$ cat config.mk
export PLATFORM = sky130hd
export DESIGN_NAME = fpctl_unit
export DESIGN_NICKNAME = d
export VERILOG_FILES = /design/src/rtl/fpctl_pkg.sv /design/src/rtl/fpctl_gate.sv /design/src/rtl/fpctl_branch.sv /design/src/rtl/fpctl_csr.sv /design/src/rtl/fpctl_unit.sv
export SDC_FILE = /design/constraint.sdc
export NUM_CORES = 1
export LEC_CHECK = 0
export BUFFER_PORTS_ARGS = -buffer_cell sky130_fd_sc_hd__buf_2
export CORE_ASPECT_RATIO = 2
export CORE_MARGIN = 1
export CORE_UTILIZATION = 40
export CTS_BUF_LIST = sky130_fd_sc_hd__clkbuf_8
export DETAILED_ROUTE_END_ITERATION = 8
export PLACE_DENSITY = 0.74
export SETUP_SLACK_MARGIN = 0.1
export SYNTH_ARGS = -nofsm -noshare
export SYNTH_HDL_FRONTEND = slang
export SYNTH_SLANG_ARGS = --single-unit
$ cat constraint.sdc
create_clock -name clk -period 3.3 [get_ports clk]
set_input_delay 0.33 -clock clk [delete_from_list [all_inputs] [get_ports clk]]
set_output_delay 0.33 -clock clk [all_outputs]
set_load 0.1 [all_outputs]
$ cat src/rtl/fpctl_pkg.sv
package fpctl_pkg;
    typedef enum logic [2:0] {
        OP_ARITH  = 3'd0,
        OP_BRANCH = 3'd1,
        OP_RDCR   = 3'd2,
        OP_WRCR   = 3'd3,
        OP_CMOV   = 3'd4,
        OP_FPMOVC = 3'd5,
        OP_MADD   = 3'd6,
        OP_RSVD   = 3'd7
    } fp_op_e;

    typedef enum logic {
        ST_IDLE = 1'b0,
        ST_RESP = 1'b1
    } fsm_e;

    typedef struct packed {
        logic       raise;
        logic [4:0] code;
        logic [1:0] ce;
    } exc_t;
endpackage

$ cat src/rtl/fpctl_gate.sv
module fpctl_gate
    import fpctl_pkg::*;
#(
    parameter logic [4:0] CODE_UNUSABLE = 5'd11,
    parameter logic [4:0] CODE_RESERVED = 5'd10
) (
    input  fp_op_e op,
    input  logic   cu1,
    input  logic   user,
    input  logic   xen,
    output exc_t   exc
);
    logic is_ext;

    always_comb begin
        is_ext = (op == OP_FPMOVC) || (op == OP_MADD);
        exc    = '0;
        if (!cu1) begin
            exc.raise = 1'b1;
            exc.code  = CODE_UNUSABLE;
            exc.ce    = 2'd1;
        end else if (is_ext && user && !xen) begin
            exc.raise = 1'b1;
            exc.code  = CODE_RESERVED;
        end
    end
endmodule

$ cat src/rtl/fpctl_branch.sv
module fpctl_branch #(
    parameter int XLEN = 32
) (
    input  logic            cond,
    input  logic [1:0]      ft_lo,
    input  logic [15:0]     imm,
    input  logic [XLEN-1:0] npc,
    output logic            taken,
    output logic            skip,
    output logic [XLEN-1:0] target,
    output logic [XLEN-1:0] npc_next
);
    localparam int OFS_W = 18;
    logic [XLEN-1:0] ofs;

    always_comb begin
        ofs      = {{(XLEN-OFS_W){imm[15]}}, imm, 2'b00};
        target   = npc + ofs;
        taken    = (cond == ft_lo[0]);
        skip     = !taken && ft_lo[1];
        npc_next = skip ? npc + XLEN'(4) : npc;
    end
endmodule

$ cat src/rtl/fpctl_csr.sv
module fpctl_csr #(
    parameter int XLEN     = 32,
    parameter int COND_BIT = 23
) (
    input  logic            clk,
    input  logic            rst_n,
    input  logic            wr_en,
    input  logic [XLEN-1:0] wr_data,
    input  logic            cmp_vld,
    input  logic            cmp_res,
    output logic [XLEN-1:0] csr_q
);
    logic [XLEN-1:0] csr_d;

    always_comb begin
        csr_d = csr_q;
        if (wr_en)
            csr_d = wr_data;
        if (cmp_vld)
            csr_d[COND_BIT] = cmp_res;
    end

    always_ff @(posedge clk) begin
        if (!rst_n)
            csr_q <= '0;
        else
            csr_q <= csr_d;
    end
endmodule

$ cat src/rtl/fpctl_unit.sv
module fpctl_unit
    import fpctl_pkg::*;
#(
    parameter int          XLEN     = 32,
    parameter int          COND_BIT = 23,
    parameter int          CSR_IDX  = 31,
    parameter logic [31:0] IMPL_ID  = 32'h0000_0300
) (
    input  logic            clk,
    input  logic            rst_n,
    input  logic            issue_i,
    input  logic [2:0]      op_i,
    input  logic [4:0]      ft_i,
    input  logic [4:0]      fs_i,
    input  logic            tf_i,
    input  logic [15:0]     imm_i,
    input  logic [XLEN-1:0] npc_i,
    input  logic [XLEN-1:0] gpr_rs_i,
    input  logic            sr_cu1_i,
    input  logic            sr_user_i,
    input  logic            sr_xen_i,
    input  logic            cmp_vld_i,
    input  logic            cmp_res_i,
    output logic            resp_vld_o,
    output logic            br_taken_o,
    output logic [XLEN-1:0] br_target_o,
    output logic            skip_slot_o,
    output logic [XLEN-1:0] npc_next_o,
    output logic            gpr_we_o,
    output logic [XLEN-1:0] gpr_wdata_o,
    output logic            exc_o,
    output logic [4:0]      exc_code_o,
    output logic [1:0]      cause_ce_o,
    output logic [1:0]      rmode_o,
    output logic            cond_o
);
    fp_op_e          op;
    exc_t            exc;
    fsm_e            state_q, state_d;
    logic [XLEN-1:0] csr_q;
    logic            cond;
    logic            b_taken, b_skip;
    logic [XLEN-1:0] b_target, b_npc;
    logic            csr_wr;
    logic            r_taken, r_skip, r_we;
    logic [XLEN-1:0] r_target, r_npc, r_wdata;

    assign op   = fp_op_e'(op_i);
    assign cond = csr_q[COND_BIT];

    fpctl_gate u_gate (
        .op   (op),
        .cu1  (sr_cu1_i),
        .user (sr_user_i),
        .xen  (sr_xen_i),
        .exc  (exc)
    );

    fpctl_branch #(.XLEN(XLEN)) u_branch (
        .cond     (cond),
        .ft_lo    (ft_i[1:0]),
        .imm      (imm_i),
        .npc      (npc_i),
        .taken    (b_taken),
        .skip     (b_skip),
        .target   (b_target),
        .npc_next (b_npc)
    );

    assign csr_wr = issue_i && !exc.raise && (op == OP_WRCR) && (fs_i == 5'(CSR_IDX));

    fpctl_csr #(.XLEN(XLEN), .COND_BIT(COND_BIT)) u_csr (
        .clk     (clk),
        .rst_n   (rst_n),
        .wr_en   (csr_wr),
        .wr_data (gpr_rs_i),
        .cmp_vld (cmp_vld_i),
        .cmp_res (cmp_res_i),
        .csr_q   (csr_q)
    );

    // Result of the instruction presented this cycle
    always_comb begin
        r_taken  = 1'b0;
        r_skip   = 1'b0;
        r_we     = 1'b0;
        r_target = '0;
        r_npc    = '0;
        r_wdata  = '0;
        if (!exc.raise) begin
            unique case (op)
                OP_BRANCH: begin
                    r_taken  = b_taken;
                    r_skip   = b_skip;
                    r_target = b_target;
                    r_npc    = b_npc;
                end
                OP_RDCR: begin
                    r_we    = 1'b1;
                    r_wdata = (fs_i == 5'(CSR_IDX)) ? csr_q : XLEN'(IMPL_ID);
                end
                OP_CMOV: begin
                    r_we    = (cond == tf_i);
                    r_wdata = gpr_rs_i;
                end
                default: ;
            endcase
        end
    end

    // Transitions: accept (issue) and drain (no issue)
    always_comb begin
        unique case (state_q)
            ST_IDLE: state_d = issue_i ? ST_RESP : ST_IDLE;
            ST_RESP: state_d = issue_i ? ST_RESP : ST_IDLE;
            default: state_d = ST_IDLE;
        endcase
    end

    always_ff @(posedge clk) begin
        if (!rst_n)
            state_q <= ST_IDLE;
        else
            state_q <= state_d;
    end

    always_ff @(posedge clk) begin
        if (!rst_n || !issue_i) begin
            br_taken_o  <= 1'b0;
            br_target_o <= '0;
            skip_slot_o <= 1'b0;
            npc_next_o  <= '0;
            gpr_we_o    <= 1'b0;
            gpr_wdata_o <= '0;
            exc_o       <= 1'b0;
            exc_code_o  <= '0;
            cause_ce_o  <= '0;
        end else begin
            br_taken_o  <= r_taken;
            br_target_o <= r_target;
            skip_slot_o <= r_skip;
            npc_next_o  <= r_npc;
            gpr_we_o    <= r_we;
            gpr_wdata_o <= r_wdata;
            exc_o       <= exc.raise;
            exc_code_o  <= exc.code;
            cause_ce_o  <= exc.ce;
        end
    end

    assign resp_vld_o = (state_q == ST_RESP);
    assign rmode_o    = csr_q[1:0];
    assign cond_o     = cond;
endmodule

* Word level (Yosys, flattened, before mapping)
Index checks and enable logic that the tools add are counted.
** Word-level totals
- Register bits after elaboration :: 140
- RAM bits :: 0
- ROM bits :: 0
- Latch bits :: 0
- Memories kept :: 0
- Output and inout port bits :: 111
- Input bits :: 102
** Operators by class
- Multiplexer cells :: 10
- Multiply operators :: 0
- Bitwise operators :: 2
- $lt $le $gt $ge :: 0
- Shift operators :: 0
- Div/mod/pow operators :: 0
- Equality and inequality tests :: 9
- Reduce and logical (&&, ||, !) cells :: 17
- Add/sub/neg operators :: 2
** Operator list (number)
- 32-bit two-way mux :: 2
- 32-bit case mux with 2 select lines :: 1
- 32-bit by 3-bit adder with 32-bit output, second input constant :: 1
- 32-bit adder :: 1
- 24-bit two-way mux :: 1
- 6-bit two-way mux :: 2
- 3-bit equality test, second input constant :: 3
- 3-bit by 2-bit equality test with 1-bit output, second input constant :: 2
- 1-bit logical AND :: 6
- 5-bit equality test, second input constant :: 1
- 1-bit logical NOT :: 5
- 2-bit OR reduction :: 2
- 3-bit by 1-bit equality test with 1-bit output, second input constant :: 1
- 1-bit two-way mux :: 3
- 3-bit OR reduction :: 1
- 1-bit equality test :: 2
- 1-bit logical OR :: 2
- 1-bit inverter :: 2
- 1-bit case mux with 2 select lines :: 1
- 2-bit nonzero test :: 1

* Logic depth before layout (Yosys ltp)
- Depth in word-level cells :: 12
- Mapped depth :: 10
- Gate-level depth less buffers :: 10

* By module
Synthesis repeated with hierarchy kept, for this count alone.
** Second synthesis, totals
- Cell total of the unflattened synthesis :: 677
- Area total of the unflattened synthesis :: 6692.7 um2
** By module, submodules not included
- fpctl_unit :: cells each 247, area an instance 3186.8 um2, instances 1
- fpctl_branch :: cells each 315, area an instance 2195.9 um2, instances 1
- fpctl_csr :: cells each 104, area an instance 1232.4 um2, instances 1
- fpctl_gate :: cells each 11, area an instance 77.6 um2, instances 1

* Least setup slack after synthesis
OpenSTA, ideal clock, no wires.
- Path type :: reg-to-reg
- Start :: register u_csr.csr_q[23]
- End :: register npc_next_o[26]
- Data arrival time :: 2590 ps
- Library setup time :: 128 ps
- Path buffers :: 0
- Setup slack :: 582 ps
- Data required time :: 3172 ps
- Stages on the path, launching flop included :: 8
- Path through :: dfxtp_1 > xor2_1 > nor3b_1 > and3_1 > nor2b_1 > nand3_1 > xor2_1 > nor2_1
** Between the ends
- Cells in the longest elaborated chain, start to end :: 4
** RTL lines
- start, declared :: RTL line fpctl_csr.sv:11 : output logic [XLEN-1:0] csr_q
- start signal, assigned :: RTL line fpctl_csr.sv:27 : csr_q <= csr_d;
- 1-bit equality test :: RTL line fpctl_branch.sv:19 : taken = (cond == ft_lo[0]);
- 1-bit logical NOT :: RTL line fpctl_branch.sv:20 : skip = !taken && ft_lo[1];
- 1-bit logical AND :: RTL line fpctl_branch.sv:20
- 32-bit two-way mux :: RTL line fpctl_branch.sv:21 : npc_next = skip ? npc + XLEN'(4) : npc;
- end signal, assigned :: RTL line fpctl_unit.sv:142 : npc_next_o <= r_npc;
- end, declared :: RTL line fpctl_unit.sv:28 : output logic [XLEN-1:0] npc_next_o,
No other way between the ends.
A chain may end at the register's enable or synchronous reset.

* Final worst setup path
Same ends and word-level chain as after synthesis.

==> metrics.csv <==
stage;metric;value;unit
clock_tree;cts_htree_levels;4;
sta;tightestPinTransition;0.774;ns
synthesis;synthTopCellsByArea;dfxtp_1, ha_1, nor2_1;
setup_path;endpoint_kind;flop;
global_routing;grt_pass1_vias;5890;
setup_path;r2r-end;npc_next_o[26]$_SDFF_PP0_;
placement;port_buffers;206;
finish;finalNetCount;1052;
power_and_ir_drop;power_density;460;nW/um^2
synthesis;ys_top_cells_by_count;dfxtp_1, nor2_1, a21oi_1;
synthesis;yosysWarningCount;0;
synthesis;synthFlopType;dfxtp_1;
setup_path;cpPeakStageDelay;0.55;ns
setup_path;worstPathArrival;2.81;ns
sta;slew_headroom;48.2;%
clock_tree;cts-resized-gates;0;
placement;dpl.hpwl;15300;um
sta;fin_setup_tns;0;ns
synthesis;synth_cell_types;55;
clock_tree;hold_buffers;0;
clock_tree;cts_tree;built;
routing;vias_per_cell;5.31;
synthesis;yosysMostFrequentCell;dfxtp_1;
routing;drc;0;
floorplan;start_util;40.7;%
finish;area_delta_synth_final;24.9;%
synthesis;syn-cell-area;6390;sq um
setup_path;worstSetupEndpoint;npc_next_o[26]$_SDFF_PP0_;
routing;drt_wl_total;19600;um
synthesis;synth_cells;724;
sta;clock_skew;0.0100;ns
power_and_ir_drop;vdd_drop_max;255;uV
routing;dr.pass1.iters;4;
synthesis;synth_area_leader_cell;dfxtp_1;
setup_path;crit_family;simple AND/OR/NAND/NOR gates;
floorplan;rows;65;
clock_tree;clk_latency;0.46;ns
setup_path;reg2reg_slack;0.81;ns
floorplan;dieArea;16500;sq um
synthesis;synthArstFlopShare;0;%
setup_path;crit_fanout;7;
sta;maxSlewViolCount;0;
setup_path;required;3.63;ns
sta;setup_viol;0;
floorplan;die-height;181;um
setup_path;crit_chain;xor2_1 -> nor3b_1 -> buf_4 -> and3_1 -> nor2b_1 -> nand3_1 -> xor2_1 -> nor2_1;
global_routing;grt_util_all_layers;24.2;%
placement;finalWeightedCongestion;1.05;
setup_path;crit_path_top_delay_cell;xor2_1;
setup_path;rr_worst_depth;8;
global_routing;grt_first_pass_wirelength;30200;um
global_routing;grt_max_degree;35;
routing;drt_iter0_drc;251;
clock_tree;cts_sinks;132;
finish;fillers;1516;
setup_path;cp-start-kind;flop;
finish;fin_area;7980;sq um
synthesis;synth-seq-cells;132;
job;cap_violations;0;
routing;ant_nets;0;
floorplan;coreArea;15700;sq um
power_and_ir_drop;p_leak;3.55;nW
placement;placed_area;7570;sq um
setup_path;crit_top_cell;xor2_1;
global_routing;overflow;0;
outcome;status;finished clean;
routing;wl_per_cell;17.3;um
setup_path;worstSetupStartpoint;u_csr.csr_q[23]$_SDFFE_PN0P_;
setup_path;cp_num_buf_inv;1;
synthesis;yosysSeqAreaShare;41.4;%
global_routing;antenna_found_initial;2;
clock_tree;cts_buffer_depth;2;
finish;drive_above_1_share;27.5;%
clock_tree;path_clk_slew;0.08;ns
clock_tree;postCtsSetupBuffers;0;
routing;vias;6026;
synthesis;yosys.area.top_type_share;41.4;%
floorplan;fp.dieW;91.3;um
sta;min_period_over_period;75.3;%
synthesis;synth_edf_count;0;
sta;rsz0062_at_grt;no;
sta;fin_crit;2.49;ns
floorplan;io_pins;213;
setup_path;critPathKind;flop to flop;
sta;final_hold_viol_count;0;
setup_path;worstSetupPathDepth;8;
synthesis;synth_area_per_cell;8.82;sq um
setup_path;timing.rr.start;u_csr.csr_q[23]$_SDFFE_PN0P_;
clock_tree;cts_buffers;17;
worst_hold_path;hold_class;primary input to flop;
sta;max_freq;402;MHz
clock_tree;cts-root-buf;clkbuf_8;
-- cell usage in the layout, fill, tap and decap left out, types with 4 or more instances in the layout --
cell,netlist,final
nor3b_1,5,4
ha_1,30,30
a21o_1,15,15
buf_4,10,10
nor3_1,7,6
xor2_1,30,30
a21oi_1,44,44
o2111ai_1,4,4
and3_1,17,17
o21a_1,4,4
nand3_1,25,25
nor2b_1,38,38
and4_1,4,4
nand4_1,9,9
buf_2,5,206
o21bai_1,6,6
and2_1,9,9
nor2_1,99,99
mux2i_1,33,33
xnor2_1,20,20
nand2_1,43,43
inv_1,11,13
nand2b_1,6,6
clkbuf_8,0,17
dfxtp_1,132,132
o21ai_0,19,19
a31oi_1,4,4
a22oi_1,30,30
-- worst reg2reg max path, delay by kind of cell, from the launching register on --
| family | cells | cell delay [ns] |
|---|---|---|
| xor+xnor | 2 | 0.70 |
| buf+inv | 1 | 0.17 |
| flops | 1 | 0.42 |
| simple gates | 5 | 1.08 |
-- cell type report --
cell class	instances	area (sq um)	area share [%]
inverter	11	41.3	0.518
sequential	132	2640	33.1
clock inverter	14	165	2.07
multi-input combinational	541	3530	44.3
tap	201	251	3.15
clock buffer	17	234	2.93
antenna	2	5.00	0.0627
timing repair buffer	216	1110	13.9
-- report_power, final --
group	switching (W)	internal, W	total (W)
registers	0.00000372	0.00160	0.00161
clock network	0.000653	0.000738	0.00139
logic	0.000445	0.000230	0.000675
-- logic make-up (layout without fill, tap and decap cells) --
kind of cell / Yosys count / after routing / synth area share [%]
xor gates and xnor gates: 50 / 50 / 6.86
and+or+nand+nor: 277 / 277 / 21.5
other: 1 / 5 / 0.0587
AOI/OAI and AO/OA: 147 / 147 / 15.1
adders and majority gates: 31 / 31 / 6.19
DFF: 132 / 132 / 41.4
buffers and inverters: 53 / 258 / 3.80
muxes: 33 / 33 / 5.17
-- sequential cells by signal (all words and copies together), names as in the netlist --
register / cells
exc_code_o: 2
u_csr.csr_q: 32
npc_next_o: 30
br_target_o: 32
skip_slot_o: 1
br_taken_o: 1
gpr_we_o: 1
gpr_wdata_o: 32
resp_vld_o: 1
-- metal layers --
metal  vias to the layer above  GRT usage [%]  share of wire, %
met1                      2765           22.1                33
met4                         0           15.6               6.2
met3                        73           6.44               6.7
met2                       286           45.9                54
li1                       2902              -                 -
met5                         -              0                 0
-- metrics by stage --
step / power (W) / setup slack (ns) / std cells / hold slack [ns] / util (%)
2_1_floorplan: 0.00209 / 0.582 / 726 / 0.402 / -
3_3_place_gp: 0.00230 / 0.543 / 1101 / 0.486 / 48.2
3_5_place_dp: 0.00230 / 0.525 / 1101 / 0.493 / 48.2
4_1_cts: 0.00370 / 0.771 / 1132 / 0.0372 / 50.8
5_1_grt: 0.00382 / 0.671 / 1134 / 0.0399 / 50.8
6_report: 0.00367 / 0.814 / 1134 / 0.0753 / 50.8
-- worst min-delay path by stage --
| stage | startpoint | to | slack (ns) | cells after the start |
|---|---|---|---|---|
| global placement | u_csr.csr_q[4]$_SDFFE_PN0P_ | gpr_wdata_o[4]$_SDFF_PP0_ | 0.49 | 2 |
| finish | sr_cu1_i | exc_code_o[0]$_SDFF_PP0_ | 0.08 | 2 |
| CTS | sr_cu1_i | exc_code_o[0]$_SDFF_PP0_ | 0.04 | 2 |
| floorplan | sr_cu1_i | exc_code_o[0]$_SDFF_PP0_ | 0.40 | 1 |
| global route | sr_cu1_i | exc_code_o[0]$_SDFF_PP0_ | 0.04 | 2 |
| detailed placement | u_csr.csr_q[16]$_SDFFE_PN0P_ | gpr_wdata_o[16]$_SDFF_PP0_ | 0.49 | 2 |
Note: power is estimated with default switching activity, not from simulation.
